### src/rtl/dma_arb_pkg.sv
package dma_arb_pkg;
  typedef struct packed {
    logic clearCount;
    logic incCount;
  } arbStrobe_t;
endpackage

### src/rtl/arb_datapath.sv
module arb_datapath
  import dma_arb_pkg::*;
#(
  parameter int NUM_CH = 3,
  parameter int FIFO_DEPTH = 128,
  parameter int LVL_W = 8,
  parameter logic [NUM_CH-1:0] READ_CAPABLE = 3'b110
) (
  input  logic                    clk,
  input  logic                    rstN,
  input  logic [NUM_CH-1:0]       chanEnable,
  input  logic [NUM_CH-1:0]       chanReadDir,
  input  logic [NUM_CH*LVL_W-1:0] fillLevel,
  input  logic [NUM_CH*LVL_W-1:0] threshold,
  input  logic [NUM_CH*LVL_W-1:0] burstLen,
  input  logic [NUM_CH-1:0]       grant,
  input  arbStrobe_t              strobe,
  output logic [NUM_CH-1:0]       chanReq,
  output logic                    lastBeat,
  output logic                    fifoStall,
  output logic [LVL_W-1:0]        burstCount
);
  localparam logic [LVL_W-1:0] DEPTH_V = LVL_W'(FIFO_DEPTH);

  logic [NUM_CH-1:0] stallCh;
  logic [NUM_CH-1:0] endCh;
  logic [LVL_W:0]    nextCount;

  assign nextCount = {1'b0, burstCount} + 1'b1;

  for (genvar i = 0; i < NUM_CH; i++) begin : g_chan
    logic [LVL_W-1:0] lvl, thrC, lenC, freeSpace;
    logic isRead;
    assign lvl       = fillLevel[i*LVL_W +: LVL_W];
    assign thrC      = (threshold[i*LVL_W +: LVL_W] > DEPTH_V) ? DEPTH_V
                                                              : threshold[i*LVL_W +: LVL_W];
    assign lenC      = (burstLen[i*LVL_W +: LVL_W] > DEPTH_V) ? DEPTH_V :
                       (burstLen[i*LVL_W +: LVL_W] == '0) ? LVL_W'(1)
                                                           : burstLen[i*LVL_W +: LVL_W];
    assign isRead    = READ_CAPABLE[i] & chanReadDir[i];
    assign freeSpace = (lvl >= DEPTH_V) ? '0 : DEPTH_V - lvl;
    assign chanReq[i] = chanEnable[i] & (isRead ? (freeSpace >= thrC) : (lvl >= thrC));
    assign stallCh[i] = isRead ? (lvl >= DEPTH_V) : (lvl == '0);
    assign endCh[i]   = nextCount >= {1'b0, lenC};
  end

  assign fifoStall = |(stallCh & grant);
  assign lastBeat  = |(endCh & grant);

  always_ff @(posedge clk) begin
    if (!rstN)                 burstCount <= '0;
    else if (strobe.clearCount) burstCount <= '0;
    else if (strobe.incCount)   burstCount <= nextCount[LVL_W-1:0];
  end
endmodule

### src/rtl/arb_control.sv
module arb_control
  import dma_arb_pkg::*;
#(
  parameter int NUM_CH = 3
) (
  input  logic              clk,
  input  logic              rstN,
  input  logic [NUM_CH-1:0] chanReq,
  input  logic              lastBeat,
  input  logic              fifoStall,
  input  logic              beatValid,
  output logic [NUM_CH-1:0] grant,
  output logic              burstDone,
  output arbStrobe_t        strobe
);
  localparam int IDX_W = (NUM_CH > 1) ? $clog2(NUM_CH) : 1;

  logic [IDX_W-1:0] lastIdx, pickIdx;
  logic             pickFound, busy, endBurst;

  assign busy     = |grant;
  assign endBurst = busy & (fifoStall | (beatValid & lastBeat));

  always_comb begin
    pickIdx   = lastIdx;
    pickFound = 1'b0;
    for (int k = 1; k <= NUM_CH; k++) begin
      int c;
      c = (int'(lastIdx) + k) % NUM_CH;
      if (!pickFound && chanReq[c]) begin
        pickFound = 1'b1;
        pickIdx   = IDX_W'(c);
      end
    end
  end

  always_comb begin
    strobe.clearCount = ~busy | endBurst;
    strobe.incCount   = busy & beatValid;
  end

  always_ff @(posedge clk) begin
    if (!rstN) begin
      grant     <= '0;
      burstDone <= 1'b0;
      lastIdx   <= IDX_W'(NUM_CH - 1);
    end else begin
      burstDone <= 1'b0;
      if (!busy) begin
        if (pickFound) begin
          grant   <= NUM_CH'(1) << pickIdx;
          lastIdx <= pickIdx;
        end
      end else if (endBurst) begin
        grant     <= '0;
        burstDone <= 1'b1;
      end
    end
  end
endmodule

### src/rtl/dma_burst_arbiter.sv
module dma_burst_arbiter
  import dma_arb_pkg::*;
#(
  parameter int NUM_CH = 3,
  parameter int FIFO_DEPTH = 128,
  parameter logic [NUM_CH-1:0] READ_CAPABLE = 3'b110,
  localparam int LVL_W = $clog2(FIFO_DEPTH + 1)
) (
  input  logic                    clk,
  input  logic                    rstN,
  input  logic [NUM_CH-1:0]       chanEnable,
  input  logic [NUM_CH-1:0]       chanReadDir,
  input  logic [NUM_CH*LVL_W-1:0] fillLevel,
  input  logic [NUM_CH*LVL_W-1:0] threshold,
  input  logic [NUM_CH*LVL_W-1:0] burstLen,
  input  logic                    beatValid,
  output logic [NUM_CH-1:0]       grant,
  output logic [LVL_W-1:0]        burstCount,
  output logic                    burstDone
);
  arbStrobe_t        strobe;
  logic [NUM_CH-1:0] chanReq;
  logic              lastBeat, fifoStall;

  arb_datapath #(
    .NUM_CH(NUM_CH), .FIFO_DEPTH(FIFO_DEPTH), .LVL_W(LVL_W), .READ_CAPABLE(READ_CAPABLE)
  ) u_datapath (
    .clk(clk), .rstN(rstN), .chanEnable(chanEnable), .chanReadDir(chanReadDir),
    .fillLevel(fillLevel), .threshold(threshold), .burstLen(burstLen),
    .grant(grant), .strobe(strobe), .chanReq(chanReq), .lastBeat(lastBeat),
    .fifoStall(fifoStall), .burstCount(burstCount)
  );

  arb_control #(.NUM_CH(NUM_CH)) u_control (
    .clk(clk), .rstN(rstN), .chanReq(chanReq), .lastBeat(lastBeat),
    .fifoStall(fifoStall), .beatValid(beatValid), .grant(grant),
    .burstDone(burstDone), .strobe(strobe)
  );
endmodule

### config.mk
export PLATFORM = sky130hd
export DESIGN_NAME = dma_burst_arbiter
export DESIGN_NICKNAME = d
export VERILOG_FILES = /design/src/rtl/dma_arb_pkg.sv /design/src/rtl/arb_datapath.sv /design/src/rtl/arb_control.sv /design/src/rtl/dma_burst_arbiter.sv
export SDC_FILE = /design/constraint.sdc
export NUM_CORES = 1
export LEC_CHECK = 0
export BUFFER_PORTS_ARGS = -buffer_cell sky130_fd_sc_hd__buf_2
export CAP_MARGIN = 15
export CORE_UTILIZATION = 57
export CTS_CLUSTER_SIZE = 8
export DETAILED_ROUTE_END_ITERATION = 10
export PLACE_DENSITY_LB_ADDON = 0.08
export SLEW_MARGIN = 20
export SYNTH_ARGS = -nofsm -noshare
export SYNTH_HDL_FRONTEND = slang
export SYNTH_HIERARCHICAL = 1
export SYNTH_SLANG_ARGS = --single-unit
### constraint.sdc
create_clock -name clk -period 5.7 [get_ports clk]
set_input_delay 0.855 -clock clk [delete_from_list [all_inputs] [get_ports clk]]
set_output_delay 0.855 -clock clk [all_outputs]
set_load 0.05 [all_outputs]
## Yosys cells after proc, flatten, opt, wreduce, memory -nomap -nowiden

Index checks and enable logic that the tools add are counted.

| storage, ports and cells | value |
|---|---|
| bits of input ports | 81 |
| output and inout port bits | 12 |
| word-level logic and storage cells | 98 |
| register bits | 14 |

| operators by class | value |
|---|---|
| muxes and demuxes | 34 |
| bitwise gates (word level) | 12 |
| reductions and logical operators | 18 |
| shift-type cells | 1 |
| div/mod/pow operators | 3 |
| add/sub/neg operators | 6 |
| eq/ne operators | 1 |
| order comparisons | 19 |

Operators with widths:

| operator | count |
|---|---|
| $lt 32x4->1 const B | 3 |
| $mod 32x3->32 const B | 3 |
| $mux 8 | 11 |
| $gt 8x8->1 const B | 6 |
| $logic_not 8->1 | 6 |
| $ge 8x8->1 | 5 |
| $ge 9x8->1 | 3 |
| $ge 8x8->1 const B | 2 |
| $sub 8x8->8 const A | 2 |
| $mux 1 | 14 |
| $add 8x1->9 const B | 1 |
| $mux 3 | 3 |
| $reduce_or 3->1 | 3 |
| $add 2x2->3 const B | 2 |
| $and 1x1->1 | 6 |
| $and 3x3->3 | 2 |
| $bmux 1 s2 | 3 |
| $mux 2 | 3 |
| $reduce_and 2->1 | 3 |
| $add 2x1->3 const B | 1 |
| $shl 1x2->3 const A | 1 |
| $logic_and 1x1->1 | 2 |
| $logic_not 1->1 | 2 |
| $ne 2x2->1 const B | 1 |
| other kinds (4) | 6 |

## Longest topological paths before layout

Gate-level depths: netlist of the first run.

| logic depth | value |
|---|---|
| depth after elaboration | 18 |
| depth in mapped cells | 15 |
| depth with buffers taken out | 15 |

## By module

The synthesis of the first run kept the hierarchy.

Modules (own cells, without submodules):

| module | cells each | area an instance (um^2) | times used | seq. area each (um^2) |
|---|---|---|---|---|
| arb_datapath | 314 | 2304.7 | 1 | 160.2 |
| arb_control | 67 | 580.6 | 1 | 120.1 |

## Least setup slack after synthesis of the first run

No wires, ideal clock.

| timing path | value |
|---|---|
| path kind | input-to-reg |
| from | in fillLevel[12] |
| to | reg u_control.lastIdx[1] |
| required time | 5.580 ns |
| path buffers | 0 |
| path slack | 1.734 ns |
| cell stages on the path | 14 |
| library setup time | 0.120 ns |
| arrival | 3.846 ns |
| path through | or3_1 -> or2_1 -> nor3_1 -> nor3b_1 -> ha_1 -> or4b_2 -> a21oi_1 -> o21ai_0 -> and4_1 -> and4bb_2 -> o22ai_1 -> and2_2 -> o221a_1 -> or2_1 |

| between the ends | value |
|---|---|
| word-level cells in the longest chain between the ends | 16 |
| elaborated cells between the ends (all ways) | 27 |
| classes of those cells | add/sub: 1; order compare: 3; mux: 17; bitwise: 1; reduce/logical: 5 |

RTL lines:

| item | line | source |
|---|---|---|
| start, declared | dma_burst_arbiter.sv:13 | `input logic [NUM_CH*LVL_W-1:0] fillLevel,` |
| $sub 8x8->8 / $ge 8x8->1 (equally long branches) | arb_datapath.sv:41 | `assign freeSpace = (lvl >= DEPTH_V) ? '0 : DEPTH_V - lvl;` |
| $mux 8 | arb_datapath.sv:41 |  |
| $ge 8x8->1 | arb_datapath.sv:42 | `assign chanReq[i] = chanEnable[i] & (isRead ? (freeSpace >= thrC) : (lvl >= thrC));` |
| $mux 1 * | arb_datapath.sv:42 |  |
| $and 1x1->1 * | arb_datapath.sv:42 |  |
| named net chanReq[1] | dma_burst_arbiter.sv:22 | `logic [NUM_CH-1:0] chanReq;` |
| $bmux 1 s2 | arb_control.sv:30 | `if (!pickFound && chanReq[c]) begin` |
| $mux 1 (implied by the code) (2 in series) | arb_control.sv:30 |  |
| $mux 1 | arb_control.sv:30 |  |
| $logic_not 1->1 | arb_control.sv:30 |  |
| $logic_and 1x1->1 | arb_control.sv:30 |  |
| $mux 1 | arb_control.sv:30 |  |
| $logic_not 1->1 | arb_control.sv:30 |  |
| $logic_and 1x1->1 | arb_control.sv:30 |  |
| $mux 1 | arb_control.sv:30 |  |
| $reduce_and 2->1 (no source line) | - |  |
| end signal, assigned | arb_control.sv:46 | `lastIdx <= IDX_W'(NUM_CH - 1);` |
| end signal, assigned | arb_control.sv:52 | `lastIdx <= pickIdx;` |
| end, declared | arb_control.sv:18 | `logic [IDX_W-1:0] lastIdx, pickIdx;` |

Mark *: on every way through the listed nets, which the timed path passes. The rest lies on a longest branch. The select of a mux whose other input is x is not followed.
A chain may end at the register's enable or synchronous reset.

## Worst setup path in the final report of the first run

| timing path | value |
|---|---|
| from | in fillLevel[20] |
| to | reg u_control.lastIdx[1] |

The elaborated chain is that of the path after synthesis.

==> metrics.md, run 1 <==
| Metric | Value |
|---|---|
| DRT met1 WL | 3170 um |
| DRT Wirelength | 6810 um |
| Worst Path Max Fanout | 8 |
| Critical path class | in -> reg |
| Fmax | 242 MHz |
| Via Count | 3026 |
| Power per cell area | 179 nW/um^2 |
| Worst Path Required | 5840 ps |
| Util after Layout | 71.8% |
| Synthesized cell area | 2890 sq um |
| CP max-delay cell | or4b_2 |
| All-layer global routing usage | 26.3% |
| Area leader, netlist | ha_1 |
| Yosys cell types | 56 |
| Top cells by area, synth | ha_1, dfxtp_1, nand2_1 |
| CTS tree | yes |
| Post_cts resized | 0 |
| Worst setup SP type | input pin |
| Post-CTS setup buffer count | 0 |
| Final instance area | 3440 sq um |
| Clk_skew | 6.14 ps |
| Slew HR | 68.0% |
| Part of the Yosys area used for sequential elements | 9.71% |
| R2R setup slack | 1940 ps |
| Total chip power | 0.617 mW |
| Die X | 73.1 um |
| DR iter-0 viols | 135 |
| CTS sink cnt | 14 |
| Cell count after synthesis | 381 |
| Crit-path cells | buf_2 > nor4_1 > nand2_1 > xnor2_1 > nor2_1 > ha_1 > or4b_2 > a21oi_1 > o21ai_0 > and4_1 > nor3b_1 > nand3_1 > and2_2 > o221a_1 > or2_1 |
| Synth warn | 6 |
| Placed cells | 531 |
| Post-route insts no fill | 535 |
| # diodes | 0 |
| Syn Area/Cell | 7.57 sq um |
| Post-route setup slack | 1570 ps |
| Clock-pin slew of the registers on the worst-case setup and hold paths | 60 ps |
| Leak | 1.79 nW |
| Setup TNS | 0 ps |
| DP Worst Slack | 1360 ps |
| #FFs+latches synth | 14 |
| Fin Hold WS | 549 ps |
| EDFF count, synth | 0 |
| Starting Density | 60.3% |
| Maximum number of pins on one net before global-route repair | 15 |
| Antenna viol nets, final | 0 |
| Seq. cell area | 280 sq um |
| Fin nets | 619 |
| Global route overflow | 0 |
| Worst-margin pin slew | 476 ps |
| Max Used Layer | met4 |
| Crit path DAT | 4270 ps |
| CTS max path bufs | 2 |
| Filler Cells Inserted | 425 |
| Setup violators final | 0 |
| Hpwl dp | 5710 um |
| Hold-fix buffers, CTS | 0 |
| Final Hold Viols | 0 |
| WL/cell | 12.7 um |
| Syn Nets | 531 |
| Area of the core | 4790 sq um |
| I/O Buffers | 91 |
| First-pass GRT wire length | 11400 um |
| Core Rows | 25 |
| Max-cap violations | 0 |
| RePlAce Congestion | 0.879 |
| Ys flop type | dfxtp_1 |
| Status | complete, no violations |
| Initial antenna violation count | 0 |
| Ports | 93 |
| Pre-Repair DR Iteration Count | 5 |
| Total CTS buffers | 3 |
| Period utilization | 72.4% |
| Metal2 WL | 3230 um |
| Number of global-route vias before repair | 2723 |
| Fin crit period | 4130 ps |
| Layout cells sized above 1 | 23.7% |
| Slowest stage delay, CP | 630 ps |
| Clock latency on the worst-skew pair | 250 ps |
| Min-delay worst type | reg -> reg |
| Share of the synthesized area in the top cell type | 29.9% |
| Wire length on met3 | 360 um |
| Root Buffer | clkbuf_8 |
| Critical path endpoint category | register |
| FFs w/ async S/R, synth | 0% |
| Htree depth | 1 |
| Footprint of the multi-input gates | 2490 sq um |
| Vias per std cell | 5.66 |
| Area growth syn-to-layout | 19.1% |
| Unrepaired setup endpoints after global routing | no |
| Max IR drop VDD | 0.000152 V |
| Post-place instance area | 3380 sq um |
| Slew Viols, Final | 0 |
| Die area | 5350 sq um |
| Die Y | 73.1 um |
| # DRC | 0 |
## power breakdown
part / leakage, nW / internal, mW / switching (mW)
clock network: 0.0288 / 0.0612 / 0.0352
logic: 1.65 / 0.165 / 0.229
registers: 0.113 / 0.112 / 0.0145
## sequential cells by signal, summed over array words and instances, names as in the netlist
name and cells:
u_datapath/burstCount 8, u_control/grant 3, u_control/lastIdx 2, u_control/burstDone 1
## cell type report
type / count / area share [%]
tap: 67 / 2.44
inverter: 18 / 1.97
sequential: 14 / 8.15
multi-input combinational: 341 / 72.6
clock buffer: 4 / 1.60
timing repair buffer: 91 / 13.3
## placed cells by master, fill, tap and decap left out, drive strengths merged, types with 3 or more instances in the layout
| cell | n |
|---|---|
| nor2b | 5 |
| dfxtp | 14 |
| clkbuf | 4 |
| nor3 | 10 |
| xnor2 | 7 |
| and3 | 7 |
| nand3b | 3 |
| inv | 18 |
| o21a | 4 |
| nand2b | 11 |
| nand3 | 9 |
| nand4 | 4 |
| nor2 | 32 |
| o21ai | 21 |
| nor4 | 6 |
| nand2 | 53 |
| a211oi | 4 |
| buf | 91 |
| o22ai | 3 |
| a21oi | 26 |
| ha | 69 |
| mux2i | 3 |
| or3 | 4 |
| xor2 | 15 |
| a21o | 11 |
## logic make-up after synthesis
family	share of synthesized area, %
multiplexers	1.04
AO/OA/AOI/OAI	20.0
AND/OR/NAND/NOR	28.4
adder cells (fa/ha/maj)	30.3
XOR/XNOR	6.68
buffers and inverters	3.82
flip-flops	9.71
## worst max-delay path, delay by kind of cell
kind | cells | cell delay [ps]
XOR/XNOR | 1 | 160
adder cells (fa/ha/maj) | 1 | 200
AO/OA/AOI/OAI | 3 | 430
AND/OR/NAND/NOR | 9 | 2500
buffers and inverters | 1 | 130
## synthesized netlist by cell type (all sizes together), types with 3 or more instances
| cell | count |
|---|---|
| ha | 69 |
| nand2 | 53 |
| nor2 | 32 |
| a21oi | 26 |
| o21ai | 21 |
| inv | 18 |
| xor2 | 15 |
| dfxtp | 14 |
| a21o | 11 |
| nand2b | 11 |
| nor3 | 10 |
| nand3 | 9 |
| and3 | 7 |
| xnor2 | 7 |
| nor4 | 6 |
| clkbuf | 5 |
| nor2b | 5 |
| a211oi | 4 |
| nand4 | 4 |
| o21a | 4 |
| or3 | 4 |
| buf | 3 |
| mux2i | 3 |
| nand3b | 3 |
| o22ai | 3 |
## path summary, 6_finish.rpt
kind / depth (start not counted) / start / end
max reg2reg: 13 / u_datapath/burstCount[0] / u_datapath/burstCount[2]
max: 15 / fillLevel[20] / u_control/lastIdx[1]
min reg2reg: 2 / u_datapath/burstCount[1] / u_datapath/burstCount[1]
min: 2 / u_datapath/burstCount[1] / u_datapath/burstCount[1]
## metal layers
metal,vias up,global-route usage (%)
met5,-,0
met4,0,3.92
met3,8,4.70
met2,94,46.7
met1,1364,33.4
li1,1560,-
No activity file was read; power rests on OpenSTA's default activity.
==> inputs of run 2 (changes only) <==
- CORE_UTILIZATION: 57 -> 48
- clock period: 5.7 -> 3.6 ns (I/O delays scaled with it)
==> run 2 against run 1 <==
Sequential share of layout area is 0.78 points lower. Register-to-register slack worse by 1700 ps. Hold slack better by 9.2 ps. Critical path type unchanged.
==> metrics.md, run 2 (same netlist as run 1, synthesis figures left out) <==
| Metric | Value |
|---|---|
| Max reg flops | 8 (unchanged) |
| Hpwl dp | 6020 um (+5.5%) |
| Worst path buffer plus inverter count | 1 (unchanged) |
| Setup violators final | 0 (unchanged) |
| CTS max path bufs | 2 (unchanged) |
| Via Count | 3127 (+3.3%) |
| Pre-Repair DR Iteration Count | 4 (-1) |
| Min-delay worst type | reg -> reg |
| Worst-margin pin slew | 553 ps (+76.7 ps) |
| Clk_skew | 2.98 ps (-3.16 ps) |
| WL/cell | 12.9 um (+1.2%) |
| Area of the core | 5640 sq um (+18%) |
| Clock latency on the worst-skew pair | 250 ps (about the same) |
| Crit-path cells | buf_2 > or3_4 > or2_4 > nor3_2 > nor3b_1 > ha_1 > or4b_2 > a21oi_2 > o21ai_1 > and4_4 > and4bb_2 > o22ai_2 > and2_4 > o221a_1 > or2_1 |
| Post-route setup slack | 75.2 ps (-1500 ps) |
| Slowest stage delay, CP | 620 ps (about the same) |
| Antenna viol nets, final | 0 (unchanged) |
| CP max-delay cell | or4b_2 |
| Max IR drop VDD | 0.000217 V (+43%) |
| R2R setup slack | 240 ps (-1700 ps) |
| First-pass GRT wire length | 12200 um (+6.6%) |
| Global route overflow | 0 (unchanged) |
| Fmax | 284 MHz |
| Worst Path Required | 3740 ps (-2100 ps) |
| CTS sink cnt | 14 (unchanged) |
| DR iter-0 viols | 84 (-38%) |
| Layout cells sized above 1 | 32.7% (+9.0 points) |
| Die X | 79.5 um (+8.7%) |
| Clk network pwr share | 14.3% (-1.3 points) |
| Reg with most FFs | u_datapath/burstCount |
| Final Hold Viols | 0 (unchanged) |
| CTS tree | yes |
| Critical path endpoint category | register |
| Slew HR | 63.2% (-4.8 points) |
| Filler Cells Inserted | 494 (+16%) |
| Status | complete, no violations |
| Vias per std cell | 5.49 (-3.0%) |
| # diodes | 0 (unchanged) |
| Switch Pwr | 0.480 mW (+72%) |
| Htree depth | 1 (unchanged) |
| All-layer global routing usage | 23.1% (-3.2 points) |
| Maximum number of pins on one net before global-route repair | 15 (unchanged) |
| Die area | 6330 sq um (+18%) |
| RePlAce Congestion | 0.843 (-4.0%) |
| Clock-pin slew of the registers on the worst-case setup and hold paths | 60 ps (about the same) |
| Sequential fraction of design power | 18.6% (-1.8 points) |
| Die Y | 79.5 um (+8.7%) |
| Top Registers | u_datapath/burstCount: 8 flops, u_control/grant: 3 flops, u_control/lastIdx: 2 flops |
| Initial antenna violation count | 0 (unchanged) |
| Critical path class | in -> reg |
| DRT Wirelength | 7350 um (+7.9%) |
| Worst Path Max Fanout | 4 (-4) |
| Slew Viols, Final | 0 (unchanged) |
| Total CTS buffers | 3 (unchanged) |
| I/O Buffers | 91 (unchanged) |
| Core Rows | 27 (+8.0%) |
| Fin crit period | 3520 ps |
| Power per cell area | 281 nW/um^2 (+57%) |
| Crit path DAT | 3660 ps (-610 ps) |
| DP Worst Slack | -281 ps (-1640 ps) |
| Root Buffer | clkbuf_8 |
| Most frequent cells in the layout | buf_2, ha_1, nand2_1 |
| Worst setup SP type | input pin |
| Combinational Power Share | 67.1% (+3.2 points) |
| Fin nets | 649 (+4.8%) |
| CP delay by family, top | simple AND/OR/NAND/NOR gates |
| Number of global-route vias before repair | 2901 (+6.5%) |
| Ports | 93 (unchanged) |
| Leak | 1.98 nW (+10%) |
| Max-cap violations | 0 (unchanged) |
| Sw frac | 44.9% (-0.27 points) |
| Fin Hold WS | 559 ps (+9.25 ps) |
| Hold-fix buffers, CTS | 0 (unchanged) |
| # DRC | 0 (unchanged) |
| Area growth syn-to-layout | 31.8% |
| Int Pwr | 0.590 mW (+74%) |
| Starting Density | 51.1% (-9.1 points) |
| Most common cell after layout, fill and taps aside | buf_2 |
| Period utilization | 97.9% |
[run 2: power by group through the flow]
stage | Sequential, mW | Clock (mW) | Combinational, mW
finish | 0.199 | 0.153 | 0.718
global placement | 0.202 | 0 | 0.640
floorplan | 0.244 | 0 | 0.441
detailed placement | 0.203 | 0 | 0.659
global route | 0.204 | 0.161 | 0.787
CTS | 0.199 | 0.157 | 0.666
[run 2: layout make-up]
cell class	count	area, sq um	share of cell area, %
clock buffer	4	55.1	1.45
inverter	18	67.6	1.78
multi-input combinational	341	2620	68.8
sequential	14	280	7.37
tap	72	90.1	2.37
timing repair buffer	121	693	18.2
[run 2: through the flow]
step                total power, mW  area (sq um)  setup TNS [ps]  util, %  instances
global placement              0.842          3610            -967     64.0        564
floorplan                     0.686          2890               0        -        381
detailed placement            0.862          3610           -1200     64.0        564
global route                   1.15          3800           -15.3     67.4        570
finish                         1.07          3800               0     67.4        570
CTS                            1.02          3670           -31.3     65.1        568
[run 2: worst register-to-register path: stages (launching register included)]
cell and delay [ps]:
dfxtp_1 390, and3_1 260, and3_1 260, xor2_1 170
buf_4 160, ha_1 240, a21o_1 180, a21oi_1 140
o21ai_0 140, a211o_1 320, a221o_1 350, a21oi_1 210
nand2_1 70, nand2b_2 260, nor2_1 140
[run 2: path summary, 6_finish.rpt]
path                       startpoint                       end  depth (start not counted)
max reg2reg  u_datapath/burstCount[0]  u_datapath/burstCount[5]                         14
min reg2reg  u_datapath/burstCount[1]  u_datapath/burstCount[1]                          2
min          u_datapath/burstCount[1]  u_datapath/burstCount[1]                          2
max                     fillLevel[12]      u_control/lastIdx[1]                         15
[run 2: timing repair]
action                                  in CTS  in global routing
setup buffers                                0                  2
gates resized for setup                      1                 26
pin swaps                                    0                 15
endpoints found under the setup margin       2                  6
gates cloned                                 0                  0
[run 2: layer usage]
layer  share of wire [%]  vias up  global-route usage, %  routed length, um
met5                   0        -                      0                  0
met4                0.90        0                   2.73                 66
met3                 4.6        8                   1.94                335
met2                  48       80                   43.2               3540
met1                  46     1409                   28.9               3410
li1                    -     1630                      -                  -
==> inputs of run 3 (changes only) <==
- ABC_AREA: default -> 1
- CORE_UTILIZATION: 48 -> 49
==> run 3 against run 2 <==
Synthesized cell count rose by 42%. Sequential power rose by 14%. Via count rose by 18%. Global-route usage rose by 0.28 points. Clock skew fell by 2.1 ps. Critical path type is now reg -> reg.
==> metrics.md, run 3 <==
| Metric | Value |
|---|---|
| Status | complete, no violations |
| Area growth syn-to-layout | 19.2% |
| Clock latency on the worst-skew pair | 250 ps (about the same) |
| Max IR drop VDD | 0.000318 V (+46%) |
| Number of global-route vias before repair | 3294 (+14%) |
| First-pass GRT wire length | 13800 um (+13%) |
| Clk_skew | 0.847 ps (-2.14 ps) |
| Global route overflow | 0 (unchanged) |
| Critical path startpoint | u_datapath/burstCount[1] |
| Count leader, synth | nand2_1 |
| Slew Viols, Final | 0 (unchanged) |
| WL/cell | 11.1 um (-14%) |
| Share of the synthesized area in the top cell type | 26.8% (-3.2 points) |
| Setup violators final | 0 (unchanged) |
| Period utilization | 89.4% (-8.5 points) |
| Hold path start | rstN |
| Reg with most FFs | u_datapath/burstCount |
| Final Hold Viols | 0 (unchanged) |
| Max-cap violations | 0 (unchanged) |
| Most common cell after layout, fill and taps aside | nand2_1 |
| Die Y | 83.1 um (+4.5%) |
| Syn Nets | 691 (+30%) |
| Vias per std cell | 5.15 (-6.1%) |
| DRT Wirelength | 7930 um (+7.9%) |
| Area of the core | 6350 sq um (+13%) |
| Core Rows | 29 (+7.4%) |
| RR Endpoint | u_datapath/burstCount[5] |
| Via Count | 3680 (+18%) |
| Synthesized cell area | 3230 sq um (+12%) |
| # diodes | 0 (unchanged) |
| Hpwl dp | 6890 um (+14%) |
| Worst Path Max Fanout | 6 (+2) |
| Ys flop type | dfxtp_1 |
| Worst setup SP type | register |
| Final instance area | 3840 sq um (+1.1%) |
| R2R depth | 20 (+6) |
| Synth warn | 6 (unchanged) |
| Cell count after synthesis | 541 (+42%) |
| Antenna viol nets, final | 0 (unchanged) |
| Clock-pin slew of the registers on the worst-case setup and hold paths | 60 ps (about the same) |
| EDFF count, synth | 0 (unchanged) |
| Post-CTS setup buffer count | 0 (unchanged) |
| Worst-margin pin slew | 622 ps (+69.8 ps) |
| R2R setup slack | 380 ps (+140 ps) |
| Ports | 93 (unchanged) |
| Maximum number of pins on one net before global-route repair | 9 (-6) |
| Post_cts resized | 0 (-1) |
| Fmax | 311 MHz (+9.5%) |
| Area leader, netlist | ha_1 |
| Setup crit end | u_datapath/burstCount[5] |
| CTS sink cnt | 14 (unchanged) |
| Slew HR | 58.2% (-5.0 points) |
| # DRC | 0 (unchanged) |
| DR iter-0 viols | 128 (+52%) |
| Htree depth | 1 (unchanged) |
| Critical path class | reg -> reg |
| Syn Area/Cell | 5.96 sq um (-21%) |
| Min-delay worst type | in -> reg |
| Total CTS buffers | 3 (unchanged) |
| I/O Buffers | 91 (unchanged) |
| Post-synth top cells | nand2_1, inv_1, nor2_1 |
| Post-place instance area | 3790 sq um (+4.8%) |
| Top Registers | u_datapath/burstCount: 8 flops, u_control/grant: 3 flops, u_control/lastIdx: 2 flops |
| Starting Density | 50.8% (-0.34 points) |
| Leak | 2.26 nW (+14%) |
| Die X | 83.1 um (+4.5%) |
| Initial antenna violation count | 0 (unchanged) |
| Hold-fix buffers, CTS | 0 (unchanged) |
| RePlAce Congestion | 0.844 (+0.12%) |
| Critical path endpoint category | register |
| Most frequent cells in the layout | nand2_1, buf_2, inv_1 |
| Max reg flops | 8 (unchanged) |
| Part of the Yosys area used for sequential elements | 8.69% (-1.0 points) |
| Pre-Repair DR Iteration Count | 4 (unchanged) |
| Setup TNS | 0 ps (unchanged) |
| Fin nets | 788 (+21%) |
| Reg2Reg Launch Point | u_datapath/burstCount[1] |
| All-layer global routing usage | 23.3% (+0.28 points) |
| FFs w/ async S/R, synth | 0% (unchanged) |
| Unrepaired setup endpoints after global routing | no |
| CTS max path bufs | 2 (unchanged) |
| Yosys cell types | 34 (-39%) |
| Fin crit period | 3220 ps (-306 ps) |
| #FFs+latches synth | 14 (unchanged) |
| Top cells by area, synth | ha_1, nand2_1, inv_1 |
| Power per cell area | 357 nW/um^2 (+27%) |
| Crit path DAT | 3420 ps (-240 ps) |
| Root Buffer | clkbuf_8 |
| CTS tree | yes |
| Layout cells sized above 1 | 19.6% (-13 points) |
| Worst Path Required | 3800 ps (+60 ps) |
| Die area | 6910 sq um (+9.3%) |
-- run 3: cell types whose count changed after synthesis, moves of 6 or more --
cell      before  now
nor2_1        31   71
nand2b_1      11    0
inv_2          0    6
inv_1         18   81
nand2_2        0    6
a21oi_1       26   39
a21o_1        11    3
xor2_1        15    5
nand3_1        9   36
and3_1         6    0
nand2_1       53  135
-- run 3: worst min-delay path by stage --
stage	to	slack (ps)	cells past startpoint
final	u_control/lastIdx[1]	510	2
after global routing	u_control/lastIdx[1]	500	2
after CTS	u_control/lastIdx[1]	510	2
after detailed placement	u_control/lastIdx[0]	510	2
after global placement	u_control/lastIdx[0]	510	2
after floorplan	u_control/lastIdx[0]	470	2
-- run 3: routing by layer --
metal	global-route usage [%]	vias to the layer above	share of wire [%]
met5	0	-	0
met4	3.45	0	0.73
met3	2.49	6	4.0
met2	40.6	84	46
met1	31.6	1621	49
li1	-	1969	-
-- run 3: power by group --
part	internal, mW	switching [mW]
sequential	0.189	0.0381
combinational	0.339	0.649
clock	0.0970	0.0604
total	0.626	0.748
-- run 3: critical path: stages, from the launching register on --
cell,delay [ps]
dfxtp_1,400
ha_1,210
nand2_1,90
nor2_4,180
xor2_1,420
ha_1,330
nand2_1,100
inv_1,50
a21oi_1,170
nor2_1,70
nor2_1,80
nand3_1,90
nand2_1,70
nand3_1,70
a21oi_1,150
nand2_1,70
nor2_1,180
inv_1,150
a21oi_1,140
o21ai_0,90
inv_1,60
-- run 3: cells by family (layout without fill, tap and decap cells) --
family / Yosys count / count (layout) / synth area share, %
flops: 14 / 14 / 8.69
xor+xnor: 7 / 7 / 1.90
fa+ha+maj: 69 / 69 / 26.8
compound gates: 75 / 75 / 13.0
buf+inv: 89 / 185 / 10.4
simple gates: 287 / 287 / 39.3
-- run 3: area by class of cell --
type                            count  area (sq um)
Clock buffer                        4          55.1
Sequential cell                    14           280
Fill cell                         641          2510
Timing Repair Buffer               93           470
Multi-Input combinational cell    438          2610
Tap cell                           77          96.3
Inverter                           88           330
-- run 3: stage by stage --
step | setup slack [ps] | utilization [%] | hold slack [ps] | instances | total power, mW
2_1_floorplan | 378 | - | 474 | 541 | 0.978
3_3_place_gp | 236 | 59.7 | 508 | 710 | 1.19
3_5_place_dp | 174 | 59.7 | 511 | 710 | 1.21
4_1_cts | 434 | 60.5 | 508 | 714 | 1.37
5_1_grt | 58.7 | 60.5 | 504 | 714 | 1.52
6_report | 381 | 60.5 | 506 | 714 | 1.37
